[config.mk]
export PLATFORM = sky130hd
export DESIGN_NAME = tdm_slot_router
export DESIGN_NICKNAME = d
export VERILOG_FILES = /design/src/rtl/tdm_rx_pkg.sv /design/src/rtl/tdm_frame_counter.sv /design/src/rtl/tdm_slot_capture.sv /design/src/rtl/tdm_out_stage.sv /design/src/rtl/tdm_slot_router.sv
export SDC_FILE = /design/constraint.sdc
export NUM_CORES = 1
export LEC_CHECK = 0
export ABC_CLOCK_PERIOD_IN_PS = 2400
export BUFFER_PORTS_ARGS = -buffer_cell sky130_fd_sc_hd__buf_4
export CORE_MARGIN = 4
export CORE_UTILIZATION = 40
export CTS_CLUSTER_SIZE = 24
export DETAILED_ROUTE_END_ITERATION = 8
export PLACE_DENSITY = 0.58
export RECOVER_POWER = 100
export SYNTH_ARGS = -nofsm -noshare
export SYNTH_HDL_FRONTEND = slang
export SYNTH_SLANG_ARGS = --single-unit
[constraint.sdc]
create_clock -name clk -period 2.4 [get_ports clk]
set_clock_uncertainty 0.05 [all_clocks]
set_input_delay 0.12 -clock clk [delete_from_list [all_inputs] [get_ports clk]]
set_output_delay 0.12 -clock clk [all_outputs]
set_load 0.05 [all_outputs]
[src/rtl/tdm_rx_pkg.sv]
package tdm_rx_pkg;

  localparam int DEF_SLOT_W   = 32;
  localparam int DEF_SAMPLE_W = 24;
  localparam int DEF_SLOTS    = 16;
  localparam int DEF_NUM_CH   = 4;
  localparam int DEF_LINES    = 2;

  typedef enum logic [0:0] {
    FR_IDLE = 1'b0,
    FR_RUN  = 1'b1
  } fr_state_e;

endpackage

[src/rtl/tdm_frame_counter.sv]
module tdm_frame_counter
  import tdm_rx_pkg::*;
#(
  parameter int FRAME_BITS = 512,
  parameter int CNT_W      = $clog2(FRAME_BITS)
) (
  input  logic             clk,
  input  logic             rst_n,
  input  logic             fsync,
  output logic             frame_start,
  output logic             bit_en,
  output logic [CNT_W-1:0] bit_idx,
  output logic             frame_done
);

  localparam logic [CNT_W-1:0] LAST_IDX = CNT_W'(FRAME_BITS - 1);

  fr_state_e        state_q, state_n;
  logic [CNT_W-1:0] cnt_q, cnt_n;
  logic             fs_d_q;

  // frame boundary and progress decode
  always_comb begin
    frame_start = fsync & ~fs_d_q;
    bit_en      = (state_q == FR_RUN);
    frame_done  = bit_en && (cnt_q == LAST_IDX);
    bit_idx     = cnt_q;
  end

  // next-state
  always_comb begin
    state_n = state_q;
    cnt_n   = cnt_q;
    if (frame_start) begin
      state_n = FR_RUN;
      cnt_n   = '0;
    end else if (frame_done) begin
      state_n = FR_IDLE;
      cnt_n   = '0;
    end else if (bit_en) begin
      cnt_n   = cnt_q + CNT_W'(1);
    end
  end

  // registers
  always_ff @(posedge clk or negedge rst_n) begin
    if (!rst_n) begin
      state_q <= FR_IDLE;
      cnt_q   <= '0;
      fs_d_q  <= 1'b0;
    end else begin
      state_q <= state_n;
      cnt_q   <= cnt_n;
      fs_d_q  <= fsync;
    end
  end


  start_zero_chk: assert property (@(posedge clk) disable iff (!rst_n)
    frame_start |=> (bit_en && bit_idx == '0));


  count_step_chk: assert property (@(posedge clk) disable iff (!rst_n)
    (bit_en && !frame_done && !frame_start) |=> (bit_en && bit_idx == $past(bit_idx) + CNT_W'(1)));


  done_idle_chk: assert property (@(posedge clk) disable iff (!rst_n)
    (frame_done && !frame_start) |=> !bit_en);

endmodule

[src/rtl/tdm_slot_capture.sv]
module tdm_slot_capture #(
  parameter int NUM_LINES = 2,
  parameter int SLOTS     = 16,
  parameter int SLOT_W    = 32,
  parameter int SAMPLE_W  = 24,
  parameter int NUM_CH    = 4,
  parameter int CNT_W     = 9,
  parameter int SEL_W     = 3
) (
  input  logic                         clk,
  input  logic                         rst_n,
  input  logic                         frame_start,
  input  logic                         bit_en,
  input  logic [CNT_W-1:0]             bit_idx,
  input  logic [NUM_LINES-1:0]         sdata,
  input  logic [SEL_W-1:0]             src_sel,
  output logic [NUM_CH*SAMPLE_W-1:0]   stage_flat
);

  localparam int SLOT_BW    = $clog2(SLOT_W);
  localparam int SLOT_IDX_W = CNT_W - SLOT_BW;
  localparam int GROUPS     = SLOTS / NUM_CH;
  localparam int GRP_W      = $clog2(GROUPS);
  localparam int CH_W       = $clog2(NUM_CH);
  localparam int LINE_W     = SEL_W - GRP_W;
  localparam logic [SLOT_BW-1:0] SAMP_LIM = SLOT_BW'(SAMPLE_W);

  logic [SEL_W-1:0]      sel_q, sel_n;
  logic [SLOT_IDX_W-1:0] slot_idx;
  logic [SLOT_BW-1:0]    bpos;
  logic [GRP_W-1:0]      grp_of;
  logic [CH_W-1:0]       ch_of;
  logic [LINE_W-1:0]     line_of;
  logic                  in_group;
  logic                  din;

  // position decode and line pick
  always_comb begin
    slot_idx = bit_idx[CNT_W-1:SLOT_BW];
    bpos     = bit_idx[SLOT_BW-1:0];
    grp_of   = slot_idx[SLOT_IDX_W-1:CH_W];
    ch_of    = slot_idx[CH_W-1:0];
    line_of  = sel_q[SEL_W-1:GRP_W];
    din      = sdata[line_of];
    in_group = bit_en && (grp_of == sel_q[GRP_W-1:0]) && (bpos < SAMP_LIM);
    sel_n    = frame_start ? src_sel : sel_q;
  end

  always_ff @(posedge clk or negedge rst_n) begin
    if (!rst_n) begin
      sel_q <= '0;
    end else begin
      sel_q <= sel_n;
    end
  end

  for (genvar c = 0; c < NUM_CH; c++) begin : g_ch
    logic [SAMPLE_W-1:0] stage_q, stage_n;
    logic                shift_en;

    always_comb begin
      shift_en = in_group && (ch_of == CH_W'(c));
      stage_n  = shift_en ? {stage_q[SAMPLE_W-2:0], din} : stage_q;
    end

    always_ff @(posedge clk or negedge rst_n) begin
      if (!rst_n) begin
        stage_q <= '0;
      end else begin
        stage_q <= stage_n;
      end
    end

    assign stage_flat[c*SAMPLE_W +: SAMPLE_W] = stage_q;
  end


  pad_ignore_chk: assert property (@(posedge clk) disable iff (!rst_n)
    (bit_en && bpos >= SAMP_LIM) |=> $stable(stage_flat));


  sel_hold_chk: assert property (@(posedge clk) disable iff (!rst_n)
    !frame_start |=> $stable(sel_q));

endmodule

[src/rtl/tdm_out_stage.sv]
module tdm_out_stage #(
  parameter int OUT_W = 96
) (
  input  logic             clk,
  input  logic             rst_n,
  input  logic             frame_done,
  input  logic [OUT_W-1:0] stage_flat,
  output logic [OUT_W-1:0] smp_out,
  output logic             smp_valid
);

  logic [OUT_W-1:0] data_q, data_n;
  logic             vld_q;

  always_comb begin
    data_n = frame_done ? stage_flat : data_q;
  end

  always_ff @(posedge clk or negedge rst_n) begin
    if (!rst_n) begin
      data_q <= '0;
      vld_q  <= 1'b0;
    end else begin
      data_q <= data_n;
      vld_q  <= frame_done;
    end
  end

  assign smp_out   = data_q;
  assign smp_valid = vld_q;


  valid_pulse_chk: assert property (@(posedge clk) disable iff (!rst_n)
    smp_valid |=> !smp_valid);


  data_change_chk: assert property (@(posedge clk) disable iff (!rst_n)
    !$stable(smp_out) |-> smp_valid);

endmodule

[src/rtl/tdm_slot_router.sv]
module tdm_slot_router
  import tdm_rx_pkg::*;
#(
  parameter int SLOT_W    = DEF_SLOT_W,
  parameter int SAMPLE_W  = DEF_SAMPLE_W,
  parameter int SLOTS     = DEF_SLOTS,
  parameter int NUM_CH    = DEF_NUM_CH,
  parameter int NUM_LINES = DEF_LINES,
  parameter int SEL_W     = $clog2(NUM_LINES) + $clog2(SLOTS / NUM_CH),
  parameter int OUT_W     = NUM_CH * SAMPLE_W
) (
  input  logic                 clk,
  input  logic                 rst_n,
  input  logic                 fsync,
  input  logic [NUM_LINES-1:0] sdata,
  input  logic [SEL_W-1:0]     src_sel,
  output logic [OUT_W-1:0]     smp_out,
  output logic                 smp_valid
);

  localparam int FRAME_BITS = SLOTS * SLOT_W;
  localparam int CNT_W      = $clog2(FRAME_BITS);

  logic             frame_start;
  logic             bit_en;
  logic [CNT_W-1:0] bit_idx;
  logic             frame_done;
  logic [OUT_W-1:0] stage_flat;

  tdm_frame_counter #(
    .FRAME_BITS (FRAME_BITS),
    .CNT_W      (CNT_W)
  ) i_cnt (
    .clk         (clk),
    .rst_n       (rst_n),
    .fsync       (fsync),
    .frame_start (frame_start),
    .bit_en      (bit_en),
    .bit_idx     (bit_idx),
    .frame_done  (frame_done)
  );

  tdm_slot_capture #(
    .NUM_LINES (NUM_LINES),
    .SLOTS     (SLOTS),
    .SLOT_W    (SLOT_W),
    .SAMPLE_W  (SAMPLE_W),
    .NUM_CH    (NUM_CH),
    .CNT_W     (CNT_W),
    .SEL_W     (SEL_W)
  ) i_cap (
    .clk         (clk),
    .rst_n       (rst_n),
    .frame_start (frame_start),
    .bit_en      (bit_en),
    .bit_idx     (bit_idx),
    .sdata       (sdata),
    .src_sel     (src_sel),
    .stage_flat  (stage_flat)
  );

  tdm_out_stage #(
    .OUT_W (OUT_W)
  ) i_out (
    .clk        (clk),
    .rst_n      (rst_n),
    .frame_done (frame_done),
    .stage_flat (stage_flat),
    .smp_out    (smp_out),
    .smp_valid  (smp_valid)
  );


  early_drop_chk: assert property (@(posedge clk) disable iff (!rst_n)
    (frame_start && bit_en && !frame_done) |=> !smp_valid);

endmodule

* Yosys cells after proc, flatten, opt, wreduce, memory -nomap -nowiden
Index checks and enable logic that the tools add are counted.
** Word-level totals
- Register bits :: 207
- Word-level logic and storage cells :: 37
- Output and inout bits :: 97
- Bits of input ports :: 8
** Cells by class
- Magnitude comparators :: 2
- Eq/ne operators :: 5
- Bitwise logic cells :: 2
- Reductions and logical operators :: 10
- Multiplexer cells :: 7
- $add $sub $neg :: 1
** Operator list (count)
- $mux 9 :: 3
- $add 9x1->9 const B :: 1
- $eq 9x9->1 const B :: 1
- $logic_and 1x1->1 :: 7
- $lt 5x5->1 const B :: 1
- $eq 2x2->1 const B :: 2
- $mux 1 :: 4
- $reduce_bool 3->1 :: 1
- $eq 2x1->1 const B :: 1
- $eq 2x2->1 :: 1
- $logic_not 2->1 :: 1
- $lt 1x2->1 const B :: 1
- $reduce_bool 2->1 :: 1
- $and 1x1->1 :: 1
- $not 1->1 :: 1

* Logic depth before layout (Yosys ltp)
- Depth after elaboration :: 4
- Gate-level depth with buffers :: 8
- Gate-level depth less buffers :: 8

* By module
From an unflattened synthesis, not the netlist that was laid out.
** Unflattened totals
- Cell total of the unflattened synthesis :: 478
- Area, all modules :: 8323.0 µm²
** Modules (own cells, without submodules)
- tdm_slot_capture :: cells each 219, instances 1, seq. area each 2477.4 µm², area each 3977.6 µm²
- tdm_out_stage :: cells each 204, instances 1, seq. area each 2427.3 µm², area each 3789.9 µm²
- tdm_frame_counter :: cells each 55, instances 1, seq. area each 275.3 µm², area each 555.5 µm²

* Worst setup path before layout
OpenSTA, ideal clock, no wires.
- Path kind :: register to register
- Start :: reg i_cnt.cnt_q[0], in the netlist i_cnt.bit_idx[0]
- End :: reg i_cnt.cnt_q[7], in the netlist i_cnt.bit_idx[7]
- Period minus slack after synthesis :: 2.337 ns
- Arrival :: 2.218 ns
- Path buffers :: 0
- Stages on the path, launching flop included :: 9
- Setup time :: 0.069 ns
- Path slack :: 0.063 ns
- Required time :: 2.281 ns
- Path through :: dfrtp_1 ha_1 and4_1 and4_1 ha_1 nand2b_1 or2_2 or4_1 nand3_1
** On the way
- Longest elaborated chain between the ends :: 4
- Elaborated cells on any way between the ends :: 7
- Classes of those cells :: add/sub (1); eq/ne (1); mux (3); reduce/logical (2)
** RTL lines
- start, declared :: line tdm_frame_counter.sv:19 : logic [CNT_W-1:0] cnt_q, cnt_n;
- start signal, assigned :: line tdm_frame_counter.sv:53 : cnt_q <= cnt_n;
- $add 9x1->9 or $eq 9x9->1 (tied branches) :: line tdm_frame_counter.sv:41, tdm_frame_counter.sv:26
- $mux 9 or $logic_and 1x1->1 (tied branches) :: line tdm_frame_counter.sv:40, tdm_frame_counter.sv:26
- $mux 9 :: line tdm_frame_counter.sv:37 : end else if (frame_done) begin
- $mux 9 :: line tdm_frame_counter.sv:34 : if (frame_start) begin
Several ways; a longest one is shown, not always the timed one. The select of a mux whose other input is x is not followed.
A chain may end at the register's enable or synchronous reset.

* Worst setup path in the final report
- Start :: reg i_cnt.cnt_q[1], in the netlist i_cnt.bit_idx[1]
- End :: reg i_cnt.cnt_q[7], in the netlist i_cnt.bit_idx[7]
Same word-level chain as after synthesis.

==> flow_metrics.env <==
export IMPL_setup_violations_final=0
export IMPL_async_flop_share=1.00
export IMPL_hold_path_class="input pin to flop"
export IMPL_worst_pin_slew_ns=1.83
export IMPL_yosys_top_cells_count="dfrtp_1 (207), mux2_2 (153), mux2_4 (40)"
export IMPL_met2WireLength_mm=6.60
export IMPL_ys_ff_latch=207
export IMPL_synthTopCellsByArea="dfrtp_1 (64%), mux2_2 (21%), mux2_4 (7.5%), buf_6 (1.3%), buf_2 (0.75%)"
export IMPL_path_clk_slew_ns=0.06
export IMPL_top_layer_used="met4"
export IMPL_htree_levels=1
export IMPL_grt_first_pass_wirelength_mm=23.8
export IMPL_crit_path_frequent_cell="and4_1"
export IMPL_io_buffers=104
export IMPL_drv_slew=72
export IMPL_worst_path_buf_inv=0
export IMPL_cpPeakStageDelay_ns=0.47
export IMPL_wl_per_cell_um=15.9
export IMPL_antenna_found_initial=0
export IMPL_cts_num_sinks=207
export IMPL_instances_no_fill=885
export IMPL_netlist_cell_type_count=30
export IMPL_cts_root_buf="clkbuf_16"
export IMPL_violations="max-capacitance violations, max-slew violations"
export IMPL_die_h_um=150
export IMPL_yosysTopAreaCell="dfrtp_1"
export IMPL_fin_tns_setup_ns=0
export IMPL_syn_nets=487
export IMPL_peakVddDrop_v=0.000466
export IMPL_syn_area_mm2=0.00805
export IMPL_wl_met1_mm=6.28
export IMPL_crit_arrival_ns=2.69
export IMPL_period_minus_slack_ns=2.32
export IMPL_grt_overflow=0
export IMPL_synth_top_area_share=0.643
export IMPL_route_detailed_drc=0
export IMPL_path_max_fanout=4
export IMPL_dpl_cell_count=838
export IMPL_start_util=0.410
export IMPL_diodes=0
export IMPL_drt_vias_per_instance=4.81
export IMPL_track_usage=0.128
export IMPL_ios=105
export IMPL_max_freq_mhz=432
export IMPL_synth_most_common_cell="dfrtp_1"
export IMPL_clockBufferDepth=3
export IMPL_powerDensity_mw_per_mm2=793
export IMPL_seq_area_frac_synth=0.643
export IMPL_vias=4259
export IMPL_clkLatencyLatePin_ns=0.49
export IMPL_path_delay_family="simple AND/OR/NAND/NOR gates"
export IMPL_dr_pass1_iters=4
export IMPL_crit_slowest_cell="or4_1"
export IMPL_period_share=0.965
export IMPL_syn2layout_area_growth_pct=17.4
export IMPL_rsz0062_at_grt="no"
export IMPL_fin_nets=614
export IMPL_drive_gt1_frac=0.376
export IMPL_ant_nets=0
export IMPL_synth_flop_cell="dfrtp_1"
export IMPL_cp_start_kind="flop"
export IMPL_coreArea_mm2=0.0197
export IMPL_dpl_hpwl_mm=9.13
export IMPL_leakagePower_nw=4.75
export IMPL_die_area_mm2=0.0225
export IMPL_status="finished with violations"
export IMPL_grt_pass1_vias=4705
export IMPL_place_congestion=0.807
export IMPL_worstPathRequired_ns=2.77
export IMPL_maxSlewHeadroom=-0.221
export IMPL_cts_tree="yes"
export IMPL_cp_end_kind="flop"
export IMPL_finalHoldViolations=0
export IMPL_die_w_um=150
export IMPL_wl_met3_um=971
export IMPL_rows=51
export IMPL_grt_start_max_net_pins=73
export IMPL_syn_avg_cell_area_um2=16.9
export IMPL_drt_iter0_drc=144
export IMPL_crit_path_cell_trace="ha_2 > and4_1 > and4_1 > ha_1 > nand2b_1 > or2_4 > or4_1 > nand3_1"
export IMPL_cap_violations=1
export IMPL_ys_warnings_count=0
export IMPL_numCtsBuffers=23
export IMPL_worstSetupPathType="flop to flop"
export IMPL_routed_wl_mm=14.1
export IMPL_synth_edf_count=0
export IMPL_synthCells=477
power by group:
part,leakage (nW),switching [mW],internal [mW]
logic,1.57,0.190,0.231
clock network,0.337,1.30,1.94
registers,2.84,0.146,3.69
worst paths after layout:
kind                                        start                        end  slack [ns]  depth (start not counted)
max in group asynchronous                   rst_n  i_cap.g_ch[2].stage_q[14]        0.43                          3
worst max-delay path             i_cnt.bit_idx[1]           i_cnt.bit_idx[7]        0.08                          8
worst max register to register   i_cnt.bit_idx[1]           i_cnt.bit_idx[7]        0.08                          8
worst min-delay path                     sdata[0]   i_cap.g_ch[3].stage_q[0]        0.05                          3
min in group asynchronous                   rst_n          i_out.smp_out[55]        0.60                          2
worst min register to register  i_out.smp_out[90]          i_out.smp_out[90]        0.45                          1
cell usage in the layout (no fill, tap or decap), types with 3 or more instances in the layout:
cell type	count
clkinv_2	4
clkbuf_1	107
dlygate4sd3_1	5
nand2_1	9
mux2_1	23
o21ai_0	6
and4_1	3
clkbuf_16	23
clkinvlp_4	3
mux2_4	20
buf_4	12
clkbuf_2	3
nand3_1	5
dfrtp_1	207
buf_12	3
mux2_2	153
sequential cells by signal (all words and copies together), names as in the netlist:
| register | cells |
|---|---|
| i_cap.sel_q | 3 |
| i_cnt.bit_idx | 9 |
| i_out.smp_out | 96 |
| i_cnt.fs_d_q | 1 |
| i_cap.g_ch.stage_q | 96 |
| i_cnt.bit_en | 1 |
| i_out.smp_valid | 1 |
layout make-up:
cell class | count | area [um2]
clock buffer | 33 | 633
sequential | 207 | 5180
timing repair buffer | 124 | 606
inverter | 1 | 3.75
tap | 265 | 332
fill | 1800 | 10200
multi-input combinational | 247 | 2630
clock inverter | 8 | 72.6
worst min-delay path: cells and delay by family:
family / cells / cell delay [ns]
multiplexers: 2 / 0.36
buffers and inverters: 1 / 0.08
through the flow:
step	util	area [um2]	power, mW	hold slack (ns)	setup slack (ns)
2_1_floorplan	-	8050	4.14	-0.226	0.0632
3_3_place_gp	0.466	9160	4.29	0.112	0.0693
3_5_place_dp	0.466	9160	4.31	0.118	-0.0195
4_1_cts	0.505	9920	7.65	0.0347	0.00845
5_1_grt	0.481	9450	7.88	0.0560	0.0129
6_report	0.481	9450	7.50	0.0533	0.0836
timing repair:
action | in CTS | in global routing
resized for setup | 1 | 2
hold buffers | 5 | 0
setup buffers | 0 | 1
pin swaps | 0 | 0
endpoints found under the setup margin | 1 | 3
endpoints found under the hold margin | 71 | 0
cells by family after synthesis:
kind of cell,Yosys count,synth area share
AND/OR/NAND/NOR,32,0.0256
AO/OA/AOI/OAI,13,0.0101
adder cells (fa/ha/maj),2,0.00311
flip-flops,207,0.643
buffers and inverters,23,0.0210
multiplexers,196,0.293
XOR/XNOR,4,0.00435
per-layer routing:
| metal | track usage | vias to the layer above |
|---|---|---|
| li1 | - | 1961 |
| met1 | 0.170 | 2181 |
| met2 | 0.208 | 96 |
| met3 | 0.0360 | 21 |
| met4 | 0.0339 | 0 |
| met5 | 0 | - |
No activity file was read; power rests on OpenSTA's default activity.
